### config.mk
export PLATFORM = sky130hd
export DESIGN_NAME = hash_blk_engine
export DESIGN_NICKNAME = d
export VERILOG_FILES = /design/src/rtl/hse_pkg.sv /design/src/rtl/hse_hostregs.sv /design/src/rtl/hse_mover.sv /design/src/rtl/hse_ctrl.sv /design/src/rtl/hash_blk_engine.sv
export SDC_FILE = /design/constraint.sdc
export NUM_CORES = 2
export LEC_CHECK = 0
export ABC_AREA = 1
export BUFFER_PORTS_ARGS = -buffer_cell sky130_fd_sc_hd__buf_2
export CORE_AREA = 2 2 350 352
export CTS_CLUSTER_SIZE = 24
export DETAILED_ROUTE_END_ITERATION = 16
export DIE_AREA = 0 0 352 354
export GPL_TIMING_DRIVEN = 0
export SETUP_SLACK_MARGIN = 0.5
export SYNTH_ARGS = -nofsm -noshare
export SYNTH_HDL_FRONTEND = slang
export SYNTH_HIERARCHICAL = 1
export SYNTH_SLANG_ARGS = --single-unit
### constraint.sdc
create_clock -name clk -period 8.7 [get_ports clk]
set_input_delay 1.74 -clock clk [delete_from_list [all_inputs] [get_ports clk]]
set_output_delay 1.74 -clock clk [all_outputs]
set_load 0.01 [all_outputs]
### src/rtl/hse_pkg.sv
`timescale 1ns/1ps
package hse_pkg;
  localparam int HSE_AW  = 16;
  localparam int HSE_WIN = 4;

  typedef enum logic [1:0] {
    ST_IDLE  = 2'd0,
    ST_READ  = 2'd1,
    ST_OP    = 2'd2,
    ST_WRITE = 2'd3
  } hse_state_e;

  localparam logic [HSE_WIN-1:0] OFF_START = 4'd0;
  localparam logic [HSE_WIN-1:0] OFF_STATE = 4'd1;

  function automatic logic [HSE_AW-1:0] merge_byte(logic [HSE_AW-1:0] r, logic hi, logic [7:0] d);
    merge_byte = hi ? {d, r[7:0]} : {r[15:8], d};
  endfunction

  function automatic logic [7:0] pick_byte(logic [HSE_AW-1:0] r, logic hi);
    pick_byte = hi ? r[15:8] : r[7:0];
  endfunction
endpackage

### src/rtl/hse_hostregs.sv
`timescale 1ns/1ps
module hse_hostregs
  import hse_pkg::*;
#(
  parameter logic [HSE_AW-1:0] BASE_ADDR = 16'hFE00
) (
  input  logic              clk,
  input  logic              rst_n,
  input  logic [HSE_AW-1:0] host_addr,
  input  logic              host_wr,
  input  logic              host_rd,
  input  logic [7:0]        host_wdata,
  input  hse_state_e        st,
  output logic [7:0]        host_rdata,
  output logic [HSE_AW-1:0] rd_base,
  output logic [HSE_AW-1:0] wr_base,
  output logic [HSE_AW-1:0] msg_len,
  output logic              start_evt
);
  logic              in_win;
  logic [HSE_WIN-1:0] off;
  logic              wr_ok;

  assign in_win    = host_addr[HSE_AW-1:HSE_WIN] == BASE_ADDR[HSE_AW-1:HSE_WIN];
  assign off       = host_addr[HSE_WIN-1:0];
  assign wr_ok     = host_wr && in_win && (st == ST_IDLE);
  assign start_evt = wr_ok && (off == OFF_START) && host_wdata[0];

  always_ff @(posedge clk) begin
    if (!rst_n) begin
      rd_base <= '0;
      wr_base <= '0;
      msg_len <= '0;
    end else if (wr_ok) begin
      case (off[HSE_WIN-1:1])
        3'd1: rd_base <= merge_byte(rd_base, off[0], host_wdata);
        3'd2: wr_base <= merge_byte(wr_base, off[0], host_wdata);
        3'd3: msg_len <= merge_byte(msg_len, off[0], host_wdata);
        default: ;
      endcase
    end
  end

  always_comb begin
    host_rdata = 8'h00;
    if (host_rd && in_win) begin
      if (off == OFF_STATE) host_rdata = {6'b0, st};
      else begin
        case (off[HSE_WIN-1:1])
          3'd1: host_rdata = pick_byte(rd_base, off[0]);
          3'd2: host_rdata = pick_byte(wr_base, off[0]);
          3'd3: host_rdata = pick_byte(msg_len, off[0]);
          default: host_rdata = 8'h00;
        endcase
      end
    end
  end
endmodule

### src/rtl/hse_mover.sv
`timescale 1ns/1ps
module hse_mover
  import hse_pkg::*;
#(
  parameter int BLK_BYTES = 64,
  parameter int DIG_BYTES = 20
) (
  input  logic                   clk,
  input  logic                   rst_n,
  input  hse_state_e             st,
  input  logic [HSE_AW-1:0]      rd_base,
  input  logic [HSE_AW-1:0]      wr_base,
  input  logic [HSE_AW-1:0]      bp,
  input  logic [DIG_BYTES*8-1:0] digest,
  input  logic [7:0]             mem_rdata,
  output logic                   mem_re,
  output logic                   mem_we,
  output logic [HSE_AW-1:0]      mem_addr,
  output logic [7:0]             mem_wdata,
  output logic [BLK_BYTES*8-1:0] block,
  output logic                   rd_done,
  output logic                   wr_done
);
  localparam int BLK_W = BLK_BYTES * 8;
  localparam int DIG_W = DIG_BYTES * 8;
  localparam int CW    = $clog2(BLK_BYTES + 1);

  logic [CW-1:0] xcnt, ccnt;
  logic          pend;
  logic          in_read, in_write;

  function automatic logic [BLK_W-1:0] put_byte(logic [BLK_W-1:0] b, logic [CW-1:0] i, logic [7:0] d);
    logic [BLK_W-1:0] r;
    r = b;
    r[BLK_W - 8 - 8 * int'(i) +: 8] = d;
    return r;
  endfunction

  function automatic logic [7:0] dig_byte(logic [DIG_W-1:0] dg, logic [CW-1:0] i);
    if (int'(i) < DIG_BYTES) return dg[8 * int'(i) +: 8];
    return 8'h00;
  endfunction

  assign in_read   = (st == ST_READ);
  assign in_write  = (st == ST_WRITE);
  assign mem_re    = in_read  && (xcnt < CW'(BLK_BYTES));
  assign mem_we    = in_write && (xcnt < CW'(DIG_BYTES));
  assign mem_addr  = (in_write ? wr_base : rd_base) + bp + HSE_AW'(xcnt);
  assign mem_wdata = dig_byte(digest, xcnt);
  assign rd_done   = in_read  && (ccnt == CW'(BLK_BYTES));
  assign wr_done   = in_write && (xcnt == CW'(DIG_BYTES));

  always_ff @(posedge clk) begin
    if (!rst_n) begin
      xcnt  <= '0;
      ccnt  <= '0;
      pend  <= 1'b0;
      block <= '0;
    end else if (!(in_read || in_write)) begin
      xcnt <= '0;
      ccnt <= '0;
      pend <= 1'b0;
    end else begin
      if (mem_re || mem_we) xcnt <= xcnt + 1'b1;
      pend <= mem_re;
      if (pend) begin
        block <= put_byte(block, ccnt, mem_rdata);
        ccnt  <= ccnt + 1'b1;
      end
    end
  end
endmodule

### src/rtl/hse_ctrl.sv
`timescale 1ns/1ps
module hse_ctrl
  import hse_pkg::*;
#(
  parameter int BLK_BYTES = 64,
  parameter int DIG_BYTES = 20
) (
  input  logic                   clk,
  input  logic                   rst_n,
  input  logic                   start_evt,
  input  logic                   step,
  input  logic                   rd_done,
  input  logic                   wr_done,
  input  logic [HSE_AW-1:0]      msg_len,
  input  logic [DIG_BYTES*8-1:0] cf_out,
  output hse_state_e             st,
  output logic [HSE_AW-1:0]      bp,
  output logic [DIG_BYTES*8-1:0] digest
);
  function automatic logic [HSE_AW-1:0] bp_add(logic [HSE_AW-1:0] v);
    return v + HSE_AW'(BLK_BYTES);
  endfunction

  always_ff @(posedge clk) begin
    if (!rst_n) begin
      st     <= ST_IDLE;
      bp     <= '0;
      digest <= '0;
    end else begin
      case (st)
        ST_IDLE: if (start_evt) begin
          st     <= ST_READ;
          bp     <= '0;
          digest <= '0;
        end
        ST_READ: if (step && rd_done) begin
          st <= ST_OP;
          bp <= bp_add(bp);
        end
        ST_OP: if (step) begin
          digest <= cf_out;
          st     <= (bp < msg_len) ? ST_READ : ST_WRITE;
        end
        ST_WRITE: if (step && wr_done) st <= ST_IDLE;
        default: st <= ST_IDLE;
      endcase
    end
  end
endmodule

### src/rtl/hash_blk_engine.sv
`timescale 1ns/1ps
module hash_blk_engine
  import hse_pkg::*;
#(
  parameter logic [15:0] BASE_ADDR = 16'hFE00,
  parameter int BLK_BYTES = 64,
  parameter int DIG_BYTES = 20,
  localparam int BLK_W = BLK_BYTES * 8,
  localparam int DIG_W = DIG_BYTES * 8
) (
  input  logic               clk,
  input  logic               rst_n,
  input  logic [15:0]        host_addr,
  input  logic               host_wr,
  input  logic               host_rd,
  input  logic [7:0]         host_wdata,
  output logic [7:0]         host_rdata,
  input  logic               step,
  output logic               mem_re,
  output logic               mem_we,
  output logic [15:0]        mem_addr,
  output logic [7:0]         mem_wdata,
  input  logic [7:0]         mem_rdata,
  output logic [BLK_W+DIG_W-1:0] cf_in,
  input  logic [DIG_W-1:0]   cf_out
);
  hse_state_e        st;
  logic [HSE_AW-1:0] rd_base, wr_base, msg_len, bp;
  logic [DIG_W-1:0]  digest;
  logic [BLK_W-1:0]  block;
  logic              start_evt, rd_done, wr_done;

  assign cf_in = {block, digest};

  hse_hostregs #(.BASE_ADDR(BASE_ADDR)) u_regs (
    .clk, .rst_n, .host_addr, .host_wr, .host_rd, .host_wdata, .st,
    .host_rdata, .rd_base, .wr_base, .msg_len, .start_evt
  );

  hse_mover #(.BLK_BYTES(BLK_BYTES), .DIG_BYTES(DIG_BYTES)) u_mover (
    .clk, .rst_n, .st, .rd_base, .wr_base, .bp, .digest, .mem_rdata,
    .mem_re, .mem_we, .mem_addr, .mem_wdata, .block, .rd_done, .wr_done
  );

  hse_ctrl #(.BLK_BYTES(BLK_BYTES), .DIG_BYTES(DIG_BYTES)) u_ctrl (
    .clk, .rst_n, .start_evt, .step, .rd_done, .wr_done, .msg_len, .cf_out,
    .st, .bp, .digest
  );
endmodule

==> reports/results.ini <==
[outcome]
outcome = complete, no violations

[sta]
finalHoldViolCount = 0
finalSetupTns_ps = 0
setup_slack_ps = 1630
clock_skew_ps = 45.0
finalCriticalPeriod_ps = 7070
finalMaxSlewViolations = 0
tightest_slew_ps = 1220
setup_viol_count_final = 0
rsz0062_at_grt = no
relSlewSlack = 0.182
timing.fmax_ghz = 0.141
period_share = 0.812

[synth]
synth_top_family_by_area = simple AND/OR/NAND/NOR gates
synthAdderAreaFrac = 0.0203
syn_area_um2 = 34400
synth.largest_area_cell = dfxtp_1
synth-seq-area-share = 0.434
synth-simple-area-share = 0.352
yosys_warnings = 6
yosys_register_bits = 747
syn_area_per_cell_um2 = 6.75
synth-xor-area-share = 0.00407
synth-compound-area-share = 0.0983
synthFlopType = dfxtp_1
synthArstFlopShare = 0
muxShareOfSynthArea = 0.00600
yosysTopAreaCellShare = 0.434
synth-edff-count = 0
synth_area_leaders = dfxtp_1, nand2_1, nor2_1
synth.distinct_cells = 58
netlist_instances = 5102

[worst_setup_path]
ff2ff_setup_slack_ps = 4390
crit_top_cell = nand2_1
r2r_end = u_mover/block[469]
crit_cells = 15
end_kind = output port
crit_fanout = 11
reg2reg_depth = 18
cp-start-kind = register
worst-setup-path-type = register to output port
critical_path.startpoint = u_ctrl/st[0]
crit_path_end = mem_addr[13]
worst-path-buf-inv = 2
cp_cell_sequence = nand2_1, clkbuf_1, mux2_2, fa_1, ha_1, a21oi_1, o21ai_0, a21oi_1, o21ai_0, nand2_1, nand2_1, nand2_1, nand2_1, xor2_1, buf_2
critPathSlowestCell = dfxtp_1
crit_family = simple AND/OR/NAND/NOR gates
cp_slowest_stage_delay_ps = 730
critPathArrivalTime_ps = 5330
required_ps = 6960
r2r-start = u_mover/ccnt[6]

[layout]
final_common_cell = nand2_1
drive_above_1_share = 0.206
final_util = 0.366
syn2layout_area_growth_pct = 28.4
mostFrequentLayoutCells = nand2_1, nor2_1, buf_2
nets = 6349

[cts]
cts-htree-levels = 3
clk_latency_ps = 690
cts_resized = 0
cts_inserted_buffers = 90
cts.sinks = 747
cts_setup_buffers = 0
cts_max_path_buffers = 3
root_buffer = clkbuf_16
ctsHoldBuffers = 0
path_clk_slew_ps = 60
cts_tree = yes

[routing]
drc_errors = 0
routed_wl_mm = 181
viasPerCell = 4.98
drt_pass1_iterations = 9
drtIter0Drc = 4215
vias = 38900
wire_per_inst_um = 23.2
ant_nets = 0

[power]
p_leak_nw = 21.4
powerDensity_nw_per_um2 = 199
peakVddDrop_v = 0.000170

[global_route]
grt_antenna_before_repair = 23
track_usage = 0.277
grt_pass1_vias = 35800
grt-ovfl-total = 0
grt_max_degree = 14
grt_first_pass_wirelength_mm = 253

[hold_path]
hold_class = register to register

[die]
row_count = 128
dieArea_um2 = 125000
start_util = 0.285
die_h_um = 354
io_pins = 903
fp.dieW_um = 352
core_area_um2 = 121000

[place]
numPortBuffers = 902
hpwl_mm = 146
place_ws_ps = 2300
gp_congestion = 0.998

[job]
cap_violations = 0

stage by stage:
step / hold WS (ps) / total power [mW] / area (um^2) / std cells
5_1_grt: 462 / 9.04 / 44200 / 7804
4_1_cts: 439 / 8.81 / 44200 / 7800
6_report: 437 / 8.78 / 44200 / 7809
3_5_place_dp: 429 / 4.74 / 41000 / 7634
3_3_place_gp: 427 / 4.73 / 41000 / 7634
2_1_floorplan: 465 / 4.22 / 34400 / 5107
cell usage after synthesis (22+ instances only):
cell      instances
a21oi_1         310
buf_1            53
buf_2            83
clkbuf_1        127
dfxtp_1         747
ha_1             43
inv_1           412
nand2_1        1233
nand3_1         256
nand4_1          83
nor2_1         1185
nor3_1           61
o21ai_0         238
o21ai_1          22
cell type report:
class / instances / area [um^2]
fill: 13300 / 76700
multi-input combinational: 3637 / 16600
sequential: 747 / 15000
timing repair buffer: 902 / 4510
clock buffer: 122 / 2550
tap: 1625 / 2030
inverter: 435 / 1630
buffer: 288 / 1290
clock inverter: 44 / 649
antenna: 9 / 22.5
sequential cells by signal (all words and copies together) (netlist names):
name and count:
u_ctrl/bp 10, u_ctrl/digest 160, u_ctrl/st 2, u_mover/block 512
u_mover/ccnt 7, u_mover/pend 1, u_mover/xcnt 7, u_regs/msg_len 16
u_regs/rd_base 16, u_regs/wr_base 16
logic make-up (layout without fill, tap and decap cells):
group | Yosys count | count (layout)
flops | 747 | 747
buf+inv | 723 | 1791
compound gates | 633 | 633
simple gates | 2912 | 2912
mux | 19 | 19
other cells | 1 | 15
fa+ha+maj | 51 | 51
xor+xnor | 16 | 16
power breakdown:
group          switching [mW]  internal, mW
Sequential             0.0882          3.48
Clock                    1.65          2.43
Combinational           0.831         0.298
Total                    2.57          6.21
routing by layer:
metal | up-vias | global-route usage | share of wire | wire length (um)
li1 | 18100 | - | - | -
met2 | 2059 | 0.421 | 0.43 | 77600
met5 | - | 0 | 0.00040 | 72
met1 | 18300 | 0.360 | 0.41 | 74900
met4 | 12 | 0.127 | 0.049 | 8860
met3 | 381 | 0.0802 | 0.11 | 19600
how the worst min path moves through the flow:
stage,start,endpoint,slack [ps],cells past startpoint
after floorplan,u_mover/block[496],u_mover/block[496],460,2
after global placement,u_mover/block[497],u_mover/block[497],430,2
after detailed placement,u_mover/block[499],u_mover/block[499],430,2
after CTS,u_mover/block[499],u_mover/block[499],440,2
after global routing,u_mover/block[466],u_mover/block[466],460,2
final,u_mover/block[499],u_mover/block[499],440,2
tightest hold or removal path, stage by stage (launching register included):
cell	delay, ps
dfxtp_1	310
inv_1	40
a21oi_1	50
No activity file was read; power rests on OpenSTA's default activity.
